**src/rtl/cmdbus_pkg.sv**
```systemverilog
package cmdbus_pkg;
  typedef enum logic [1:0] {
    EMU_BCAST = 2'd0,
    EMU_INDIV = 2'd1,
    EMU_SPARE = 2'd2,
    EMU_NOP   = 2'd3
  } emu_kind_e;

  function automatic int max3(input int a, input int b, input int c);
    int m;
    m = (a > b) ? a : b;
    return (m > c) ? m : c;
  endfunction
endpackage

```
**src/rtl/cmdbus_path.sv**
```systemverilog
module cmdbus_path #(
  parameter int W = 8
) (
  input  logic         clk,
  input  logic         rst_n,
  input  logic         live_v,
  input  logic [W-1:0] live_d,
  input  logic         emu_v,
  input  logic [W-1:0] emu_d,
  output logic         out_strb,
  output logic [W-1:0] out_d,
  output logic         out_ovr
);
  logic [W-1:0] pick_d;

  // receiver has priority over emulation; idle bus carries zeros
  always_comb begin
    if (live_v)     pick_d = live_d;
    else if (emu_v) pick_d = emu_d;
    else            pick_d = '0;
  end

  always_ff @(posedge clk or negedge rst_n) begin
    if (!rst_n) begin
      out_strb <= 1'b0;
      out_d    <= '0;
      out_ovr  <= 1'b0;
    end else begin
      out_strb <= live_v | emu_v;
      out_d    <= pick_d;
      out_ovr  <= live_v & emu_v;
    end
  end

  AST_LIVE_WINS: assert property (@(posedge clk) disable iff (!rst_n)
    live_v |=> (out_strb && out_d == $past(live_d)));
  AST_OVR_WITH_STROBE: assert property (@(posedge clk) disable iff (!rst_n)
    out_ovr |-> out_strb);
  AST_IDLE_QUIET: assert property (@(posedge clk) disable iff (!rst_n)
    (!live_v && !emu_v) |=> (!out_strb && out_d == '0));
endmodule

```
**src/rtl/cmdbus_spare.sv**
```systemverilog
module cmdbus_spare #(
  parameter int W = 4
) (
  input  logic         clk,
  input  logic         rst_n,
  input  logic         wr,
  input  logic [W-1:0] d,
  output logic [W-1:0] q
);
  always_ff @(posedge clk or negedge rst_n) begin
    if (!rst_n)  q <= '0;
    else if (wr) q <= d;
  end

  AST_SPARE_HOLD: assert property (@(posedge clk) disable iff (!rst_n)
    !wr |=> $stable(q));
endmodule

```
**src/rtl/cmdbus_refdec.sv**
```systemverilog
module cmdbus_refdec #(
  parameter int          CMD_W    = 6,
  parameter logic [CMD_W-1:0] BC0_CODE = 1
) (
  input  logic             clk,
  input  logic             rst_n,
  input  logic             strb,
  input  logic [CMD_W-1:0] cmd,
  output logic             bc0
);
  always_ff @(posedge clk or negedge rst_n) begin
    if (!rst_n) bc0 <= 1'b0;
    else        bc0 <= strb && (cmd == BC0_CODE);
  end
endmodule

```
**src/rtl/cmdbus_driver.sv**
```systemverilog
module cmdbus_driver
  import cmdbus_pkg::*;
#(
  parameter int CMD_W    = 6,
  parameter int DATA_W   = 8,
  parameter int SPARE_W  = 4,
  parameter int BC0_CODE = 1,
  localparam int BC_W    = CMD_W + 2,
  localparam int EMU_W   = max3(BC_W, DATA_W, SPARE_W)
) (
  input  logic               clk,
  input  logic               rst_n,
  input  logic [CMD_W-1:0]   rx_bc_cmd,
  input  logic               rx_bc_bcnt_res,
  input  logic               rx_bc_evcnt_res,
  input  logic               rx_bc_strb,
  input  logic [DATA_W-1:0]  rx_ind_data,
  input  logic               rx_ind_strb,
  input  logic               emu_valid,
  output logic               emu_ready,
  input  logic [1:0]         emu_kind,
  input  logic [EMU_W-1:0]   emu_payload,
  output logic [CMD_W-1:0]   bp_cmd,
  output logic               bp_bcnt_res,
  output logic               bp_evcnt_res,
  output logic               bp_cmd_strb,
  output logic [DATA_W-1:0]  bp_data,
  output logic               bp_data_strb,
  output logic [SPARE_W-1:0] bp_spare,
  output logic               ovr_bcast,
  output logic               ovr_indiv,
  output logic               dec_bc0
);
  logic            acc;
  logic            emu_bc_v, emu_ind_v, emu_sp_v;
  logic [BC_W-1:0] rx_bc_word, bp_bc_word;

  // never stalls: a collision drops the emulated word and flags it
  assign emu_ready = 1'b1;
  assign acc       = emu_valid & emu_ready;
  assign emu_bc_v  = acc && (emu_kind == EMU_BCAST);
  assign emu_ind_v = acc && (emu_kind == EMU_INDIV);
  assign emu_sp_v  = acc && (emu_kind == EMU_SPARE);

  assign rx_bc_word = {rx_bc_evcnt_res, rx_bc_bcnt_res, rx_bc_cmd};

  cmdbus_path #(.W(BC_W)) u_bc (
    .clk(clk), .rst_n(rst_n),
    .live_v(rx_bc_strb), .live_d(rx_bc_word),
    .emu_v(emu_bc_v), .emu_d(emu_payload[BC_W-1:0]),
    .out_strb(bp_cmd_strb), .out_d(bp_bc_word), .out_ovr(ovr_bcast)
  );

  assign bp_cmd       = bp_bc_word[CMD_W-1:0];
  assign bp_bcnt_res  = bp_bc_word[CMD_W];
  assign bp_evcnt_res = bp_bc_word[CMD_W+1];

  cmdbus_path #(.W(DATA_W)) u_ind (
    .clk(clk), .rst_n(rst_n),
    .live_v(rx_ind_strb), .live_d(rx_ind_data),
    .emu_v(emu_ind_v), .emu_d(emu_payload[DATA_W-1:0]),
    .out_strb(bp_data_strb), .out_d(bp_data), .out_ovr(ovr_indiv)
  );

  cmdbus_spare #(.W(SPARE_W)) u_sp (
    .clk(clk), .rst_n(rst_n),
    .wr(emu_sp_v), .d(emu_payload[SPARE_W-1:0]), .q(bp_spare)
  );

  cmdbus_refdec #(.CMD_W(CMD_W), .BC0_CODE(CMD_W'(BC0_CODE))) u_dec (
    .clk(clk), .rst_n(rst_n),
    .strb(bp_cmd_strb), .cmd(bp_cmd), .bc0(dec_bc0)
  );

  AST_BC0_NEEDS_STROBE: assert property (@(posedge clk) disable iff (!rst_n)
    dec_bc0 |-> $past(bp_cmd_strb));
  AST_NOP_NO_STROBE: assert property (@(posedge clk) disable iff (!rst_n)
    (emu_valid && emu_kind == EMU_NOP && !rx_bc_strb && !rx_ind_strb)
      |=> (!bp_cmd_strb && !bp_data_strb && $stable(bp_spare)));
  AST_OVR_INDIV_CAUSE: assert property (@(posedge clk) disable iff (!rst_n)
    ovr_indiv |-> $past(rx_ind_strb && emu_valid));
endmodule

```
**config.mk**
```make
export PLATFORM = sky130hd
export DESIGN_NAME = cmdbus_driver
export DESIGN_NICKNAME = d
export VERILOG_FILES = /design/src/rtl/cmdbus_pkg.sv /design/src/rtl/cmdbus_path.sv /design/src/rtl/cmdbus_spare.sv /design/src/rtl/cmdbus_refdec.sv /design/src/rtl/cmdbus_driver.sv
export SDC_FILE = /design/constraint.sdc
export NUM_CORES = 1
export LEC_CHECK = 0
export ABC_CLOCK_PERIOD_IN_PS = 1400
export BUFFER_PORTS_ARGS = -buffer_cell sky130_fd_sc_hd__buf_2
export CAP_MARGIN = 25
export CORE_UTILIZATION = 43
export CTS_BUF_LIST = sky130_fd_sc_hd__clkbuf_8
export DETAILED_ROUTE_END_ITERATION = 7
export GPL_TIMING_DRIVEN = 0
export HOLD_SLACK_MARGIN = 0.15
export MAX_ROUTING_LAYER = met4
export PLACE_DENSITY_LB_ADDON = 0.3
export SLEW_MARGIN = 10
export SYNTH_ARGS = -nofsm -noshare
export SYNTH_HDL_FRONTEND = slang
export SYNTH_SLANG_ARGS = --single-unit
```
**constraint.sdc**
```tcl
create_clock -name clk -period 1.4 [get_ports clk]
set_input_delay 0.21 -clock clk [delete_from_list [all_inputs] [get_ports clk]]
set_output_delay 0.21 -clock clk [all_outputs]
set_load 0.05 [all_outputs]
```
After elaboration in Yosys (flattened, before gate mapping)

Index checks and enable logic that the tools add are counted.

Magnitude comparators: 0
Shift operators: 0
Divide/modulo/power cells: 0
Eq/ne operators: 3
$add $sub $neg: 0
Bitwise gates (word level): 4
Mux-type cells: 4
$mul: 0
Reduce and logical (&&, ||, !) cells: 5

Operator list:

| cell                                                            | number |
|---|---|
| 8-bit 2-to-1 mux                                                | 4 |
| 6-bit by 1-bit == test with 1-bit output, second input constant | 1 |
| 1-bit logical AND                                               | 4 |
| 1-bit bitwise AND                                               | 2 |
| 2-bit by 1-bit == test with 1-bit output, second input constant | 1 |
| 2-bit == test, second input constant                            | 1 |
| 2-bit logical NOT                                               | 1 |
| 1-bit bitwise OR                                                | 2 |

Logic and storage cells: 24
Input bits: 31
Register bits after elaboration: 25
Memories: 0
RAM bits: 0
Bits in read-only memories: 0
Output and inout port bits: 26
Bits in latches: 0

Logic depth before layout (Yosys ltp)

Gate-level depths: netlist of the first run.

Word-level depth: 4
Gate-level depth with buffers: 3
Mapped depth without buffers: 2

Cells and area by module

Synthesis of the first run repeated with hierarchy kept, for this count alone.

Cell total of the unflattened synthesis: 67
Area, all modules: 968.4 um^2

Modules (own cells, without submodules):

| module        | cells each | instances | area an instance (um^2) |
|---|---|---|---|
| cmdbus_path   | 25         | 2         | 369.1 |
| cmdbus_spare  | 8          | 1         | 145.1 |
| cmdbus_refdec | 4          | 1         | 43.8 |
| cmdbus_driver | 5          | 1         | 41.3 |

Worst setup path before layout of the first run

Ideal clock, no wire load.

Path type: register -> register
From: register u_bc.out_d[2]
To: register u_dec.bc0
Arrival: 1.320 ns
Clock period less this slack: 1.416 ns
Path buffers: 0
Setup slack: -0.016 ns
Setup time: 0.096 ns
Required time: 1.304 ns
Stages on the path, launching flop included: 3
Cell sequence: dfrtp_1 > or4b_1 > nor4b_2

Longest elaborated chain between the ends: 2

Ends and longest elaborated chain:

| item                                     | line                | source |
|---|---|---|
| start: declaration                       | cmdbus_path.sv:11   | `output logic [W-1:0] out_d,` |
| start signal: assignment                 | cmdbus_path.sv:30   | `out_d <= pick_d;` |
| 6-bit by 1-bit == test with 1-bit output | cmdbus_refdec.sv:13 | `else bc0 <= strb && (cmd == BC0_CODE);` |
| 1-bit logical AND                        | cmdbus_refdec.sv:13 |  |
| end signal: assignment                   | cmdbus_refdec.sv:13 |  |
| end: declaration                         | cmdbus_refdec.sv:9  | `output logic bc0` |

Every way passes these cells.
A chain may end at the register's enable or synchronous reset.

Worst setup path after layout of the first run

Same ends and word-level chain as after synthesis.

==> results of run 1 <==
## registers in the layout (all words and copies together), names as in the netlist
name / flops
u_ind.out_strb: 1
u_bc.out_ovr: 1
u_dec.bc0: 1
u_bc.out_d: 8
u_ind.out_d: 8
u_sp.q: 4
u_bc.out_strb: 1
u_ind.out_ovr: 1
## per-layer routing
layer / part of all wire [%] / vias up
met1: 42 / 358
met2: 51 / 31
li1: - / 346
met3: 5.1 / 4
met4: 1.8 / 0
met5: 0 / -
## critical path, stage by stage, from the launching register on
cell and delay (ns):
dfrtp_2 0.40, or4b_1 0.54, nor4b_2 0.21
## area by class of cell
type / count / area (um2)
tap: 27 / 33.78
fill: 174 / 695.7
clock inverter: 1 / 3.754
clock buffer: 3 / 41.29
sequential: 25 / 628.1
multi-input combinational: 32 / 294.0
timing repair buffer: 56 / 285.3
buffer: 4 / 20.02
## per-stage QoR
step | hold WS (ns) | total power (uW) | instances
floorplan | -0.08559 | 1095 | 61
global placement | 0.2152 | 1226 | 143
detailed placement | 0.2138 | 1234 | 143
CTS | 0.1712 | 1624 | 148
global route | 0.1707 | 1684 | 148
finish | 0.1741 | 1614 | 148
## Yosys cell counts (all sizes together)
| master | n |
|---|---|
| clkbuf | 2 |
| nand2 | 1 |
| dfrtp | 25 |
| buf | 2 |
| nor4bb | 1 |
| nand3b | 1 |
| or2 | 1 |
| conb | 1 |
| nor3b | 2 |
| nor4b | 2 |
| a22o | 16 |
| mux2 | 4 |
| or4b | 1 |
| and2 | 1 |
| o21bai | 1 |
## kinds of logic after synthesis
logic type | count (synthesis) | synth area share, %
buf+inv | 4 | 2.131
compound gates | 17 | 15.71
other cells | 1 | 0.3991
flops | 25 | 66.58
simple gates | 10 | 10.39
mux | 4 | 4.793
## power breakdown
group / leakage (uW) / total [uW] / internal, uW / switching, uW
registers: 0.000313 / 799 / 777 / 21.4
clock network: 0.0000269 / 395 / 195 / 199
logic: 0.000354 / 420 / 123 / 298
total: 0.000694 / 1610 / 1100 / 518
## final timing paths
| path | from | end | depth (start not counted) |
|---|---|---|---|
| max in group asynchronous | rst_n | u_bc.out_d[2] | 2 |
| min | rx_ind_data[1] | u_ind.out_d[1] | 2 |
| min reg2reg | u_bc.out_d[3] | u_dec.bc0 | 1 |
| min in group asynchronous | rst_n | u_ind.out_d[5] | 2 |
| max reg2reg | u_bc.out_d[2] | u_dec.bc0 | 2 |
| max | u_bc.out_d[2] | u_dec.bc0 | 2 |
==> metrics.txt, run 1 <==
fraction of layout instances using a drive strength above 1=57.02%; Site Rows=16; RSZ-0062 raised after global routing=false; Mapped Cells=61; die span in x=between 40 and 50 um; max_cap viols=0; DP Worst Slack=0.1623 ns; Slew Limit Fails=0; Vias/cell=4.993; iteration-0 DRC count of the detailed router=6; Mapped Area=about 940 um2; Slew @ Worst Pin=0.5189 ns; Tcrit/Tclk final=about nine tenths; Final Hold Fails=0; CORE AREA=0.002002 mm2; global-route wire length before repair=around 3.2 mm; vias in the first global route=733; status=finished, final reports clean; Nets=153; hold buffers post-CTS=1; Clock Tree Buf Depth=2; H-tree levels=1; dpl hpwl=1.492 mm; Yosys warnings=0; Area contributors post-synth=dfrtp_1, a22o_1, mux2_2, nor4b_4, nor3b_1; finished layout cell area=0.001306 mm2; Max VDD drop=between 0.0008 and 0.0009 V; #FFs+latches synth=25; Num Clock Sinks=25; Post CTS Setup Buffer Count=0; initial antenna violation count=0; leak pwr=0.0006936 uW; Pre-antenna DRT Iters=4; Die Ht=just under 50 um; Post-DRT Antenna Nets=0; Worst setup EP type=register; total CTS buffers=3; commonest non-fill, non-tap cell in the layout=buf_2; Synth Area per Inst=15.40 um2; critical path arrival=1.41 ns; met1 Usage GRT=roughly a fifth; GRT busiest layer=met2; Final WS setup=0.1572 ns; Reg clk slew, reported paths=about 0.08 ns; DIE AREA=approximately 0.0024 mm2; worst clock skew=0.001222 ns; Synth area leader=dfrtp_1; final WL=between 1.5 and 2 mm; Area after DPL=0.001251 mm2; setup TNS=0 ns; WP data required=1.57 ns; ant diodes=0; GR Util met2=between 30% and 40%; relative slew slack=between 60 and 70%; Netlist cell types=17; PostCTS Resize Cnt=0; P&R area growth vs syn=39.01%; routability cong.=0.7734; net count after synthesis=slightly above 90; minimum clock period=1.243 ns; number of buffers added on ports=55; largest net degree at the start of global routing=26; DRC violations left=0; post-layout util=65.25%; worst reg-to-reg setup slack=between 0.15 and 0.2 ns; PwrDens=1236 mW/mm2; vias after detailed routing=739; Fmax achieved=0.8047 GHz; mean routed wirelength per cell=between 10 and 15 um; Max FO, Critical Path=2; Root Buffer=clkbuf_8; initial core utilization=46.94%; GRT Util Overall=18.32%; register area share after synthesis=66.58%; CTS tree=done; clock insertion delay at the later pin of the skew report=~0.26 ns; post-synth top area share=66.58%; grt ovf=0; critical path class=reg2reg; Ports=57; CP Launch Type=register; most frequent cells in the layout=buf_2, dfrtp_1, a22o_1; final setup vio count=0; Hold Path Class=in2reg; GR Util met3=2.516%
(Power assumes the default switching activity.)
==> run 2: changes to the inputs <==
--- a/config.mk
+++ b/config.mk
@@ -7,2 +7,3 @@
 export LEC_CHECK = 0
+export ABC_AREA = 1
 export ABC_CLOCK_PERIOD_IN_PS = 1400
@@ -10,3 +11,3 @@
 export CAP_MARGIN = 25
-export CORE_UTILIZATION = 43
+export CORE_UTILIZATION = 46
 export CTS_BUF_LIST = sky130_fd_sc_hd__clkbuf_8
@@ -16,3 +17,3 @@
 export MAX_ROUTING_LAYER = met4
-export PLACE_DENSITY_LB_ADDON = 0.3
+export PLACE_DENSITY = 0.9
 export SLEW_MARGIN = 10
==> constraint.sdc (replaced) <==
create_clock -name clk -period 1.4 [get_ports clk]
set_input_delay 0.14 -clock clk [delete_from_list [all_inputs] [get_ports clk]]
set_output_delay 0.14 -clock clk [all_outputs]
set_load 0.05 [all_outputs]
==> run 2 against run 1 <==
- utilization is 6.9 points higher
- combinational power is 11% higher
- highest routed layer unchanged
- power is 2.7% higher
- worst hold slack worse by 0.016 ns
- clock power hardly changed
- sequential power is 0.5% lower
- largest power group unchanged
- synthesized area is 16% higher
- first-iteration DRC count grew to 4.0 times the previous value
==> metrics.txt, run 2 <==
vias in the first global route=1,076; Pre-antenna DRT Iters=5; CORE AREA=0.002233 mm2; dpl hpwl=~1.7 mm; final setup vio count=0; PwrDens=1029 mW/mm2; CP max stage cell=dfrtp_1; DRC violations left=0; initial antenna violation count=0; Fmax achieved=0.9659 GHz; minimum clock period=1.035 ns; Site Rows=17; Reg clk slew, reported paths=0.08 ns; Post-DRT Antenna Nets=0; Mapped Cells=between 100 and 150; Synth top cells by count=nand2_1, dfrtp_1, nor2_1; number of synthesized flops with an enable pin=0; CP Launch Type=register; Final Hold Fails=0; die span in x=between 50 and 60 um; Synth area leader=dfrtp_1; worst clock skew=0.002892 ns; Hold Path Class=in2reg; Root Buffer=clkbuf_8; Buf+Inv Stages, Crit Path=1; CTS tree=done; Die Ht=50.70 um; max_cap viols=0; cell breakdown of the critical path=buf_2; Slew Limit Fails=0; final WL=2.567 mm; ys flop type=dfrtp_1; P&R area growth vs syn=47.71%; PostCTS Resize Cnt=0; Vias/cell=4.718; commonest non-fill, non-tap cell in the layout=buf_2; largest net degree at the start of global routing=26; iteration-0 DRC count of the detailed router=24; Mapped Area=0.001091 mm2; critical path arrival=0.90 ns; Netlist cell types=11; ant diodes=0; net count after synthesis=~170; most frequent cells in the layout=buf_2, nand2_1, dfrtp_1; Fill cells=184; Max FO, Critical Path=2; DIE AREA=0.002570 mm2; WP data required=approximately 1.3 ns; Synth Area per Inst=8.022 um2; fraction of layout instances using a drive strength above 1=30.95%; critical path class=reg2out; delay-heaviest family, CP=flip-flops; WHS=0.1580 ns; setup TNS=0 ns; RSZ-0062 raised after global routing=false; global-route wire length before repair=4.326 mm; H-tree levels=1; async set-or-reset flop fraction in the synthesized netlist=between 90% and 100%; #FFs+latches synth=25; number of buffers added on ports=52; leak pwr=0.0009641 uW; vias after detailed routing=1,123; Num Clock Sinks=25; Worst setup EP type=output port; post-synth top area share=between 50% and 60%; relative slew slack=64.94%; total CTS buffers=3; worst reg-to-reg setup slack=0.70 ns; GRT Util Overall=23.41%; Nets=242; Clock Tree Buf Depth=2; Largest regs=u_bc.out_d (8), u_ind.out_d (8), u_sp.q (4); register area share after synthesis=57.34%; mean routed wirelength per cell=~11 um; Slew @ Worst Pin=0.5258 ns; grt ovf=0; CP max stage delay=between 0.3 and 0.4 ns; Area contributors post-synth=dfrtp_1, nand2_1, nor2_1, nand3_1, inv_1; Tcrit/Tclk final=73.95%; most instantiated library cell after synthesis=nand2_1; Yosys warnings=0; Max VDD drop=0.0009210 V; clock insertion delay at the later pin of the skew report=0.26 ns; Ports=57; initial core utilization=48.85%; status=finished, final reports clean; routability cong.=0.7575
==> run 2: repair_timing <==
action                                  4_1_cts  5_1_grt
endpoints found under the hold margin        42        0
hold buffers                                 18        0
endpoints found under the setup margin        0        0
setup buffers                                 0        0
==> run 2: per-layer routing <==
layer	wire [um]	GRT usage, %	vias to the layer above
li1	-	-	552
met1	1052	26.17	518
met2	1344	41.78	49
met3	133	3.939	4
met4	38	8.333	0
met5	0	-	-
==> run 2: power breakdown <==
| group | internal (uW) | switching (uW) | leakage (uW) |
|---|---|---|---|
| registers | 773 | 21.5 | 0.000318 |
| clock network | 195 | 201 | 0.0000269 |
| logic | 138 | 329 | 0.000619 |
==> run 2: final timing paths <==
kind                                start             end  cells past startpoint
setup reg to reg            u_bc.out_d[5]       u_dec.bc0                      3
hold reg to reg                 u_sp.q[2]       u_sp.q[2]                      2
hold / removal             emu_payload[2]       u_sp.q[2]                      3
min in group asynchronous           rst_n       u_dec.bc0                      2
max in group asynchronous           rst_n  u_ind.out_d[3]                      2
setup / recovery            u_bc.out_d[5]       bp_cmd[5]                      1
==> run 2: cell type report <==
class | instances | area, um2 | share of cell area, %
buffer | 7 | 37.54 | 2.329
clock buffer | 3 | 41.29 | 2.562
clock inverter | 1 | 3.754 | 0.2329
inverter | 13 | 48.80 | 3.028
multi-input combinational | 91 | 379.1 | 23.52
sequential | 25 | 625.6 | 38.82
tap | 28 | 35.03 | 2.174
timing repair buffer | 70 | 440.4 | 27.33
==> run 2: cells by family after synthesis <==
logic type,count (synthesis),share of synthesized area [%]
buffers and inverters,20,7.913
DFF,25,57.34
other,1,0.3437
and+or+nand+nor,90,34.40
==> run 2: stage by stage <==
stage                     area, um2  utilization (%)  power [uW]  instances  setup slack [ns]
after floorplan                1091                -        1103        136            0.4734
after global placement         1386            62.07        1228        216            0.5928
after detailed placement       1386            62.07        1233        216            0.5735
after CTS                      1612            72.16        1664        238            0.3744
after global routing           1612            72.16        1747        238            0.3233
final                          1612            72.16        1658        238            0.3647
